**src/rtl/sdid_pkg.sv**
```systemverilog
package sdid_pkg;

  typedef enum logic [1:0] {
    RSP_NONE  = 2'd0,
    RSP_SHORT = 2'd1,
    RSP_LONG  = 2'd2
  } rspKindE;

  typedef enum logic [1:0] {
    CARD_NONE = 2'd0,
    CARD_V1   = 2'd1,
    CARD_V2SC = 2'd2,
    CARD_HC   = 2'd3
  } cardKindE;

  typedef enum logic [3:0] {
    ST_IDLE,
    ST_GO_IDLE,
    ST_IF_COND,
    ST_APP_PRE,
    ST_OP_COND,
    ST_BACKOFF,
    ST_GET_ID,
    ST_GET_ADDR,
    ST_SELECT,
    ST_READY,
    ST_FAIL
  } stepE;

  // Strobes from control to datapath
  typedef struct packed {
    logic     clear;     // new sequence: wipe all captured state
    logic     setV2;     // interface-condition query answered correctly
    logic     incTry;    // one more busy operating-condition reply
    logic     loadWait;  // arm the retry back-off counter
    logic     takeAddr;  // latch relative address from response
    logic     setKind;   // store classification
    cardKindE kind;
    logic     markFail;  // failure: classification back to unusable
  } dpStrobeT;

endpackage

```
**src/rtl/sdid_dpath.sv**
```systemverilog
module sdid_dpath
  import sdid_pkg::*;
#(
  parameter int MAX_TRIES  = 100,
  parameter int RETRY_WAIT = 50000
) (
  input  logic        clk,
  input  logic        rstN,
  input  dpStrobeT    strobe,
  input  logic [15:0] respAddr,
  output logic        v2Path,
  output logic        lastTry,
  output logic        waitDone,
  output logic [15:0] rcaQ,
  output cardKindE    kindQ
);

  localparam int TRY_W  = $clog2(MAX_TRIES + 1);
  localparam int WAIT_W = (RETRY_WAIT < 2) ? 1 : $clog2(RETRY_WAIT + 1);

  logic [TRY_W-1:0] tryCnt;

  always_ff @(posedge clk) begin
    if (!rstN) begin
      tryCnt <= '0;
      v2Path <= 1'b0;
      rcaQ   <= '0;
      kindQ  <= CARD_NONE;
    end else begin
      if (strobe.clear)       tryCnt <= '0;
      else if (strobe.incTry) tryCnt <= tryCnt + 1'b1;

      if (strobe.clear)      v2Path <= 1'b0;
      else if (strobe.setV2) v2Path <= 1'b1;

      if (strobe.clear)         rcaQ <= '0;
      else if (strobe.takeAddr) rcaQ <= respAddr;

      if (strobe.clear || strobe.markFail) kindQ <= CARD_NONE;
      else if (strobe.setKind)             kindQ <= strobe.kind;
    end
  end

  // Current busy reply is the last one allowed
  assign lastTry = (tryCnt == TRY_W'(MAX_TRIES - 1));

  generate
    if (RETRY_WAIT == 0) begin : g_noWait
      logic unusedLoad;
      assign unusedLoad = strobe.loadWait;
      assign waitDone   = 1'b1;
    end else begin : g_wait
      logic [WAIT_W-1:0] waitCnt;
      always_ff @(posedge clk) begin
        if (!rstN)                waitCnt <= '0;
        else if (strobe.loadWait) waitCnt <= WAIT_W'(RETRY_WAIT);
        else if (waitCnt != '0)   waitCnt <= waitCnt - 1'b1;
      end
      assign waitDone = (waitCnt == '0);
    end
  endgenerate

endmodule

```
**src/rtl/sdid_ctrl.sv**
```systemverilog
module sdid_ctrl
  import sdid_pkg::*;
#(
  parameter logic [23:0] VDD_WINDOW = 24'hFF8000
) (
  input  logic        clk,
  input  logic        rstN,
  input  logic        start,
  input  logic        cmdDone,
  input  logic        cmdTimeout,
  input  logic        cmdError,
  input  logic        respPwrDone,
  input  logic        respHiCap,
  input  logic [11:0] respEcho,
  input  logic        v2Path,
  input  logic        lastTry,
  input  logic        waitDone,
  input  logic [15:0] rcaQ,
  output logic        cmdStart,
  output logic [5:0]  cmdIndex,
  output logic [31:0] cmdArg,
  output rspKindE     cmdRespKind,
  output dpStrobeT    strobe,
  output logic        ready,
  output logic        failed,
  output logic        fastClkReq
);

  stepE step, stepNext;
  logic pending;
  logic isCmdStep;
  logic badEnd;

  assign isCmdStep = (step == ST_GO_IDLE) || (step == ST_IF_COND) ||
                     (step == ST_APP_PRE) || (step == ST_OP_COND) ||
                     (step == ST_GET_ID)  || (step == ST_GET_ADDR) ||
                     (step == ST_SELECT);
  assign cmdStart  = isCmdStep && !pending;

  always_comb begin
    cmdIndex    = 6'd0;
    cmdArg      = 32'd0;
    cmdRespKind = RSP_SHORT;
    case (step)
      ST_GO_IDLE:  cmdRespKind = RSP_NONE;
      ST_IF_COND:  begin cmdIndex = 6'd8;  cmdArg = 32'h0000_01AA; end
      ST_APP_PRE:  cmdIndex = 6'd55;
      ST_OP_COND:  begin cmdIndex = 6'd41; cmdArg = {1'b0, v2Path, 6'd0, VDD_WINDOW}; end
      ST_GET_ID:   begin cmdIndex = 6'd2;  cmdRespKind = RSP_LONG; end
      ST_GET_ADDR: cmdIndex = 6'd3;
      ST_SELECT:   begin cmdIndex = 6'd7;  cmdArg = {rcaQ, 16'd0}; end
      default:     cmdRespKind = RSP_NONE;
    endcase
  end

  // Only the interface-condition query may legitimately go unanswered
  assign badEnd = cmdError || (cmdTimeout && (step != ST_IF_COND));

  always_comb begin
    stepNext = step;
    strobe   = '0;
    case (step)
      ST_IDLE, ST_READY, ST_FAIL: begin
        if (start) begin
          strobe.clear = 1'b1;
          stepNext     = ST_GO_IDLE;
        end
      end
      ST_BACKOFF: if (waitDone) stepNext = ST_APP_PRE;
      default: begin
        if (pending && cmdDone) begin
          if (badEnd) begin
            strobe.markFail = 1'b1;
            stepNext        = ST_FAIL;
          end else begin
            case (step)
              ST_GO_IDLE: stepNext = ST_IF_COND;
              ST_IF_COND: begin
                if (cmdTimeout) begin
                  stepNext = ST_APP_PRE;
                end else if (respEcho == 12'h1AA) begin
                  strobe.setV2 = 1'b1;
                  stepNext     = ST_APP_PRE;
                end else begin
                  strobe.markFail = 1'b1;
                  stepNext        = ST_FAIL;
                end
              end
              ST_APP_PRE: stepNext = ST_OP_COND;
              ST_OP_COND: begin
                if (respPwrDone) begin
                  strobe.setKind = 1'b1;
                  strobe.kind    = !v2Path ? CARD_V1 : (respHiCap ? CARD_HC : CARD_V2SC);
                  stepNext       = ST_GET_ID;
                end else if (lastTry) begin
                  strobe.markFail = 1'b1;
                  stepNext        = ST_FAIL;
                end else begin
                  strobe.incTry   = 1'b1;
                  strobe.loadWait = 1'b1;
                  stepNext        = ST_BACKOFF;
                end
              end
              ST_GET_ID: stepNext = ST_GET_ADDR;
              ST_GET_ADDR: begin
                strobe.takeAddr = 1'b1;
                stepNext        = ST_SELECT;
              end
              ST_SELECT: stepNext = ST_READY;
              default:   stepNext = ST_FAIL;
            endcase
          end
        end
      end
    endcase
  end

  always_ff @(posedge clk) begin
    if (!rstN) begin
      step    <= ST_IDLE;
      pending <= 1'b0;
    end else begin
      step <= stepNext;
      if (cmdStart)                pending <= 1'b1;
      else if (pending && cmdDone) pending <= 1'b0;
    end
  end

  assign ready      = (step == ST_READY);
  assign failed     = (step == ST_FAIL);
  assign fastClkReq = ready;

endmodule

```
**src/rtl/sd_ident_seq.sv**
```systemverilog
module sd_ident_seq
  import sdid_pkg::*;
#(
  parameter int          MAX_TRIES  = 100,
  parameter int          RETRY_WAIT = 50000,
  parameter logic [23:0] VDD_WINDOW = 24'hFF8000
) (
  input  logic        clk,
  input  logic        rstN,
  input  logic        start,
  output logic        cmdStart,
  output logic [5:0]  cmdIndex,
  output logic [31:0] cmdArg,
  output logic [1:0]  cmdRespKind,
  input  logic        cmdDone,
  input  logic        cmdTimeout,
  input  logic        cmdError,
  input  logic [31:0] cmdResp,
  output logic [1:0]  cardType,
  output logic [15:0] rca,
  output logic        ready,
  output logic        failed,
  output logic        fastClkReq
);

  dpStrobeT strobe;
  rspKindE  kindW;
  cardKindE cardW;
  logic     v2Path, lastTry, waitDone;
  logic     unusedRespNibble;

  assign unusedRespNibble = ^cmdResp[15:12];

  sdid_ctrl #(.VDD_WINDOW(VDD_WINDOW)) u_ctrl (
    .clk         (clk),
    .rstN        (rstN),
    .start       (start),
    .cmdDone     (cmdDone),
    .cmdTimeout  (cmdTimeout),
    .cmdError    (cmdError),
    .respPwrDone (cmdResp[31]),
    .respHiCap   (cmdResp[30]),
    .respEcho    (cmdResp[11:0]),
    .v2Path      (v2Path),
    .lastTry     (lastTry),
    .waitDone    (waitDone),
    .rcaQ        (rca),
    .cmdStart    (cmdStart),
    .cmdIndex    (cmdIndex),
    .cmdArg      (cmdArg),
    .cmdRespKind (kindW),
    .strobe      (strobe),
    .ready       (ready),
    .failed      (failed),
    .fastClkReq  (fastClkReq)
  );

  sdid_dpath #(.MAX_TRIES(MAX_TRIES), .RETRY_WAIT(RETRY_WAIT)) u_dpath (
    .clk      (clk),
    .rstN     (rstN),
    .strobe   (strobe),
    .respAddr (cmdResp[31:16]),
    .v2Path   (v2Path),
    .lastTry  (lastTry),
    .waitDone (waitDone),
    .rcaQ     (rca),
    .kindQ    (cardW)
  );

  assign cmdRespKind = kindW;
  assign cardType    = cardW;

endmodule

```
**config.mk**
```make
export PLATFORM = sky130hd
export DESIGN_NAME = sd_ident_seq
export DESIGN_NICKNAME = d
export VERILOG_FILES = /design/src/rtl/sdid_pkg.sv /design/src/rtl/sdid_dpath.sv /design/src/rtl/sdid_ctrl.sv /design/src/rtl/sd_ident_seq.sv
export SDC_FILE = /design/constraint.sdc
export NUM_CORES = 1
export LEC_CHECK = 0
export ABC_AREA = 1
export BUFFER_PORTS_ARGS = -buffer_cell sky130_fd_sc_hd__buf_2
export CAP_MARGIN = 15
export CORE_ASPECT_RATIO = 0.7
export CORE_UTILIZATION = 55
export CTS_BUF_LIST = sky130_fd_sc_hd__clkbuf_4
export DETAILED_ROUTE_END_ITERATION = 12
export GPL_ROUTABILITY_DRIVEN = 0
export PLACE_DENSITY = 0.85
export SYNTH_ARGS = -nofsm -noshare
export SYNTH_HDL_FRONTEND = slang
export SYNTH_SLANG_ARGS = --single-unit
```
**constraint.sdc**
```tcl
create_clock -name clk -period 2.9 [get_ports clk]
set_input_delay 0.145 -clock clk [delete_from_list [all_inputs] [get_ports clk]]
set_output_delay 0.145 -clock clk [all_outputs]
set_load 0.005 [all_outputs]
```
==> results.md <==
- Starting Density: 0.5784
- CP max stage delay: 0.43 ns
- Top cells by area, synth: dfxtp_1 (34%), nand2_1 (15%), nor2_1 (11%)
- # rows: 21
- Maximum root-to-sink buffer count: 2
- Status: finished clean
- Worst path cell trace: nor2_1, nand3_1, inv_1, nor2_1, nand4_1, buf_2
- Area grow syn2layout: 20.27%
- HP Class: in2reg
- All-Layer GR Usage: 0.2702
- Max IR drop VDD: 0.4017 mV
- Post-Synth Simple-Gate Area: 0.3902
- Post-cts hold buffer count: 10
- Worst setup path category: reg2out
- Commonest non-fill, non-tap cell in the layout: nand2_1
- TritonRoute pass-1 iters: 5
- Slew Limit Fails: 0
- Multiplexer share of the synthesized area: 0
- Vias: 3078
- Htree depth: 2
- Kind of cell adding the most delay to the critical path: simple AND/OR/NAND/NOR gates
- Vias/cell: 5.096
- Ys flop type: dfxtp_1
- Uppermost layer routed: met4
- Wire length on met1: 3324 microns
- Power Total: 2.517 mW
- Global-route wire length before repair: 11180 microns
- Worst R2R Start: u_ctrl.step[2]
- Postcts setup bufs: 0
- Number of DRC markers in iteration 0: 294
- Synthesis-stage register bit count: 47
- Vias in the first global route: 2510
- Post-synthesis compound-gate area fraction: 0.09754
- Async S/R FF share, synth: 0
- Ant diodes: 0
- Seq/Total Area, Yosys: 0.3365
- Fraction of final layout cells sized beyond drive strength 1: 0.2000
- Initial antenna violation count: 0
- Skew final: 0.007583 ns
- Worst path bufs/invs: 2
- Largest family of logic cells by synthesized area: simple AND/OR/NAND/NOR gates
- Clock root cell: clkbuf_4
- CTS sink count: 47
- Fmax: 431.5 MHz
- Synth top area share: 0.3365
- Most used cell, CP: nor2_1
- R2R Setup Slk: 0.87 ns
- Largest net degree at the start of global routing: 23
- Power Dens Cells: 748.4 nW/um^2
- Mapped Cells: 444
- Reg2reg path depth: 8
- Mean Syn Cell Area: 6.298 sq um
- Final worst-path cycle share: 0.7992
- Dpl hpwl: 5264 microns
- Worst slew pin tran: 0.5042 ns
- WHS Endpoint: u_dpath.rcaQ[8]
- Hold depth: 3
- Met3 wire len: 536 microns
- Dominant cell type by area after synthesis: dfxtp_1
- Clk pin slew, worst setup/hold paths: 0.14 ns
- DIE AREA: 5378 sq um
- Antenna-violating nets left: 0
- Die Ht: 61.66 microns
- Final WL: 7092 microns
- Post-DR wirelength/cell: 11.74 microns
- CTS tree: done
- Crit end category: output pin
- CTS Buf Count: 5
- Worst Path Arrival: 2.17 ns
- Final setup fails: 0
- Rel. slew slack: 0.6630
- DRC: 0
- Slowest cell on crit path: inv_1
- Synth cell types: 33
- Top Ports: 100
- Hold Vio Cnt, Final: 0
- Area of the multi-input gates: 1535 sq um
- Cell Area, Synth: 2796 sq um
- YS warnings: 0
- Startpoint Class: flop
- Final min period: 2.318 ns
- Reg2reg end: u_dpath.g_wait.waitCnt[11]
- GRT overflow: 0
- Critical path peak fanout: 11
- Min-delay src: cmdResp[24]
- Port Buffer Count: 85
- Post-synth EDFFs: 0
- Leak pwr: 1.832 nW
- Adder-cell share of the synthesized area: 0.01342
- FF+latch area: 940.9 sq um
- # nets final: 575
- Max_cap viols: 0
- Commonest cells after routing, fill and taps aside: nand2_1 (110), buf_2 (85), nor2_1 (81)
- RSZ-0062 raised after global routing: false
- Horizontal die dimension: 87.23 microns
- Core Box Area: 4835 sq um
- Post-CTS sizing: 0
- Post-synthesis xor/xnor area fraction: 0.03445
- Crit path required time: 2.76 ns
- Met2 wire length: 3129 microns
- TNS Setup: 0 ns
- # fillers: 416
- Worst skew pair latency: 0.38 ns
-- worst min-delay path, cell delays in order --
cell and delay [ns]:
buf_2 0.08, nor3_1 0.04, nor2_1 0.10
-- through the flow --
stage,std cells,hold slack [ns],instance area (sq um),setup slack [ns],util
after floorplan,453,0.2708,2830,1.398,-
after global placement,586,0.3749,3206,0.9734,0.6630
after detailed placement,586,0.3798,3206,0.9364,0.6630
after CTS,604,0.007452,3363,0.6026,0.6957
after global routing,604,0.0001378,3363,0.4322,0.6957
final,604,0.007093,3363,0.5822,0.6957
-- registers in the layout, summed over array words and instances, names as in the netlist --
| signal | cells |
|---|---|
| u_dpath.v2Path | 1 |
| u_dpath.g_wait.waitCnt | 16 |
| u_dpath.tryCnt | 7 |
| u_ctrl.step | 4 |
| u_ctrl.pending | 1 |
| u_dpath.kindQ | 2 |
| u_dpath.rcaQ | 16 |
-- logic make-up (layout without fill, tap and decap cells) --
logic type | Yosys count | count (layout)
other | 1 | 10
flip-flops | 47 | 47
AND/OR/NAND/NOR | 256 | 256
XOR/XNOR | 11 | 11
AO/OA/AOI/OAI | 50 | 50
adder cells (fa/ha/maj) | 3 | 3
buffers and inverters | 76 | 158
-- metal layers --
layer / global-route usage / vias up
li1: - / 1559
met1: 0.3617 / 1367
met2: 0.4567 / 141
met3: 0.04290 / 11
met4: 0.08431 / 0
met5: 0 / -
-- final cells by class --
| type | instances | area share |
|---|---|---|
| sequential | 47 | 0.2798 |
| tap | 69 | 0.02567 |
| multi-input combinational | 330 | 0.4565 |
| clock inverter | 2 | 0.003720 |
| inverter | 52 | 0.05804 |
| timing repair buffer | 98 | 0.1629 |
| clock buffer | 6 | 0.01339 |
-- worst max-delay path by stage --
stage	startpoint	end	slack, ns	depth (start not counted)
6_report	u_ctrl.step[0]	cmdRespKind[0]	0.58	6
4_1_cts	u_ctrl.step[0]	cmdRespKind[0]	0.60	6
3_5_place_dp	u_ctrl.step[2]	u_dpath.g_wait.waitCnt[11]	0.94	8
5_1_grt	u_ctrl.step[0]	cmdIndex[0]	0.43	6
2_1_floorplan	u_ctrl.step[1]	u_dpath.rcaQ[10]	1.40	8
3_3_place_gp	u_ctrl.step[0]	u_ctrl.step[3]	0.97	9
-- report_power, final --
| group | switching (mW) | internal (mW) |
|---|---|---|
| logic | 0.810 | 0.494 |
| registers | 0.120 | 0.771 |
| clock network | 0.218 | 0.104 |
-- Yosys cell counts, drive strengths merged (5+ instances only) --
master / instances
a21oi: 26
buf: 19
clkbuf: 5
dfxtp: 47
inv: 51
nand2: 113
nand3: 26
nand4: 5
nor2: 85
nor3: 21
o21ai: 20
xnor2: 5
xor2: 6
Power figures use the tool's default switching activity.
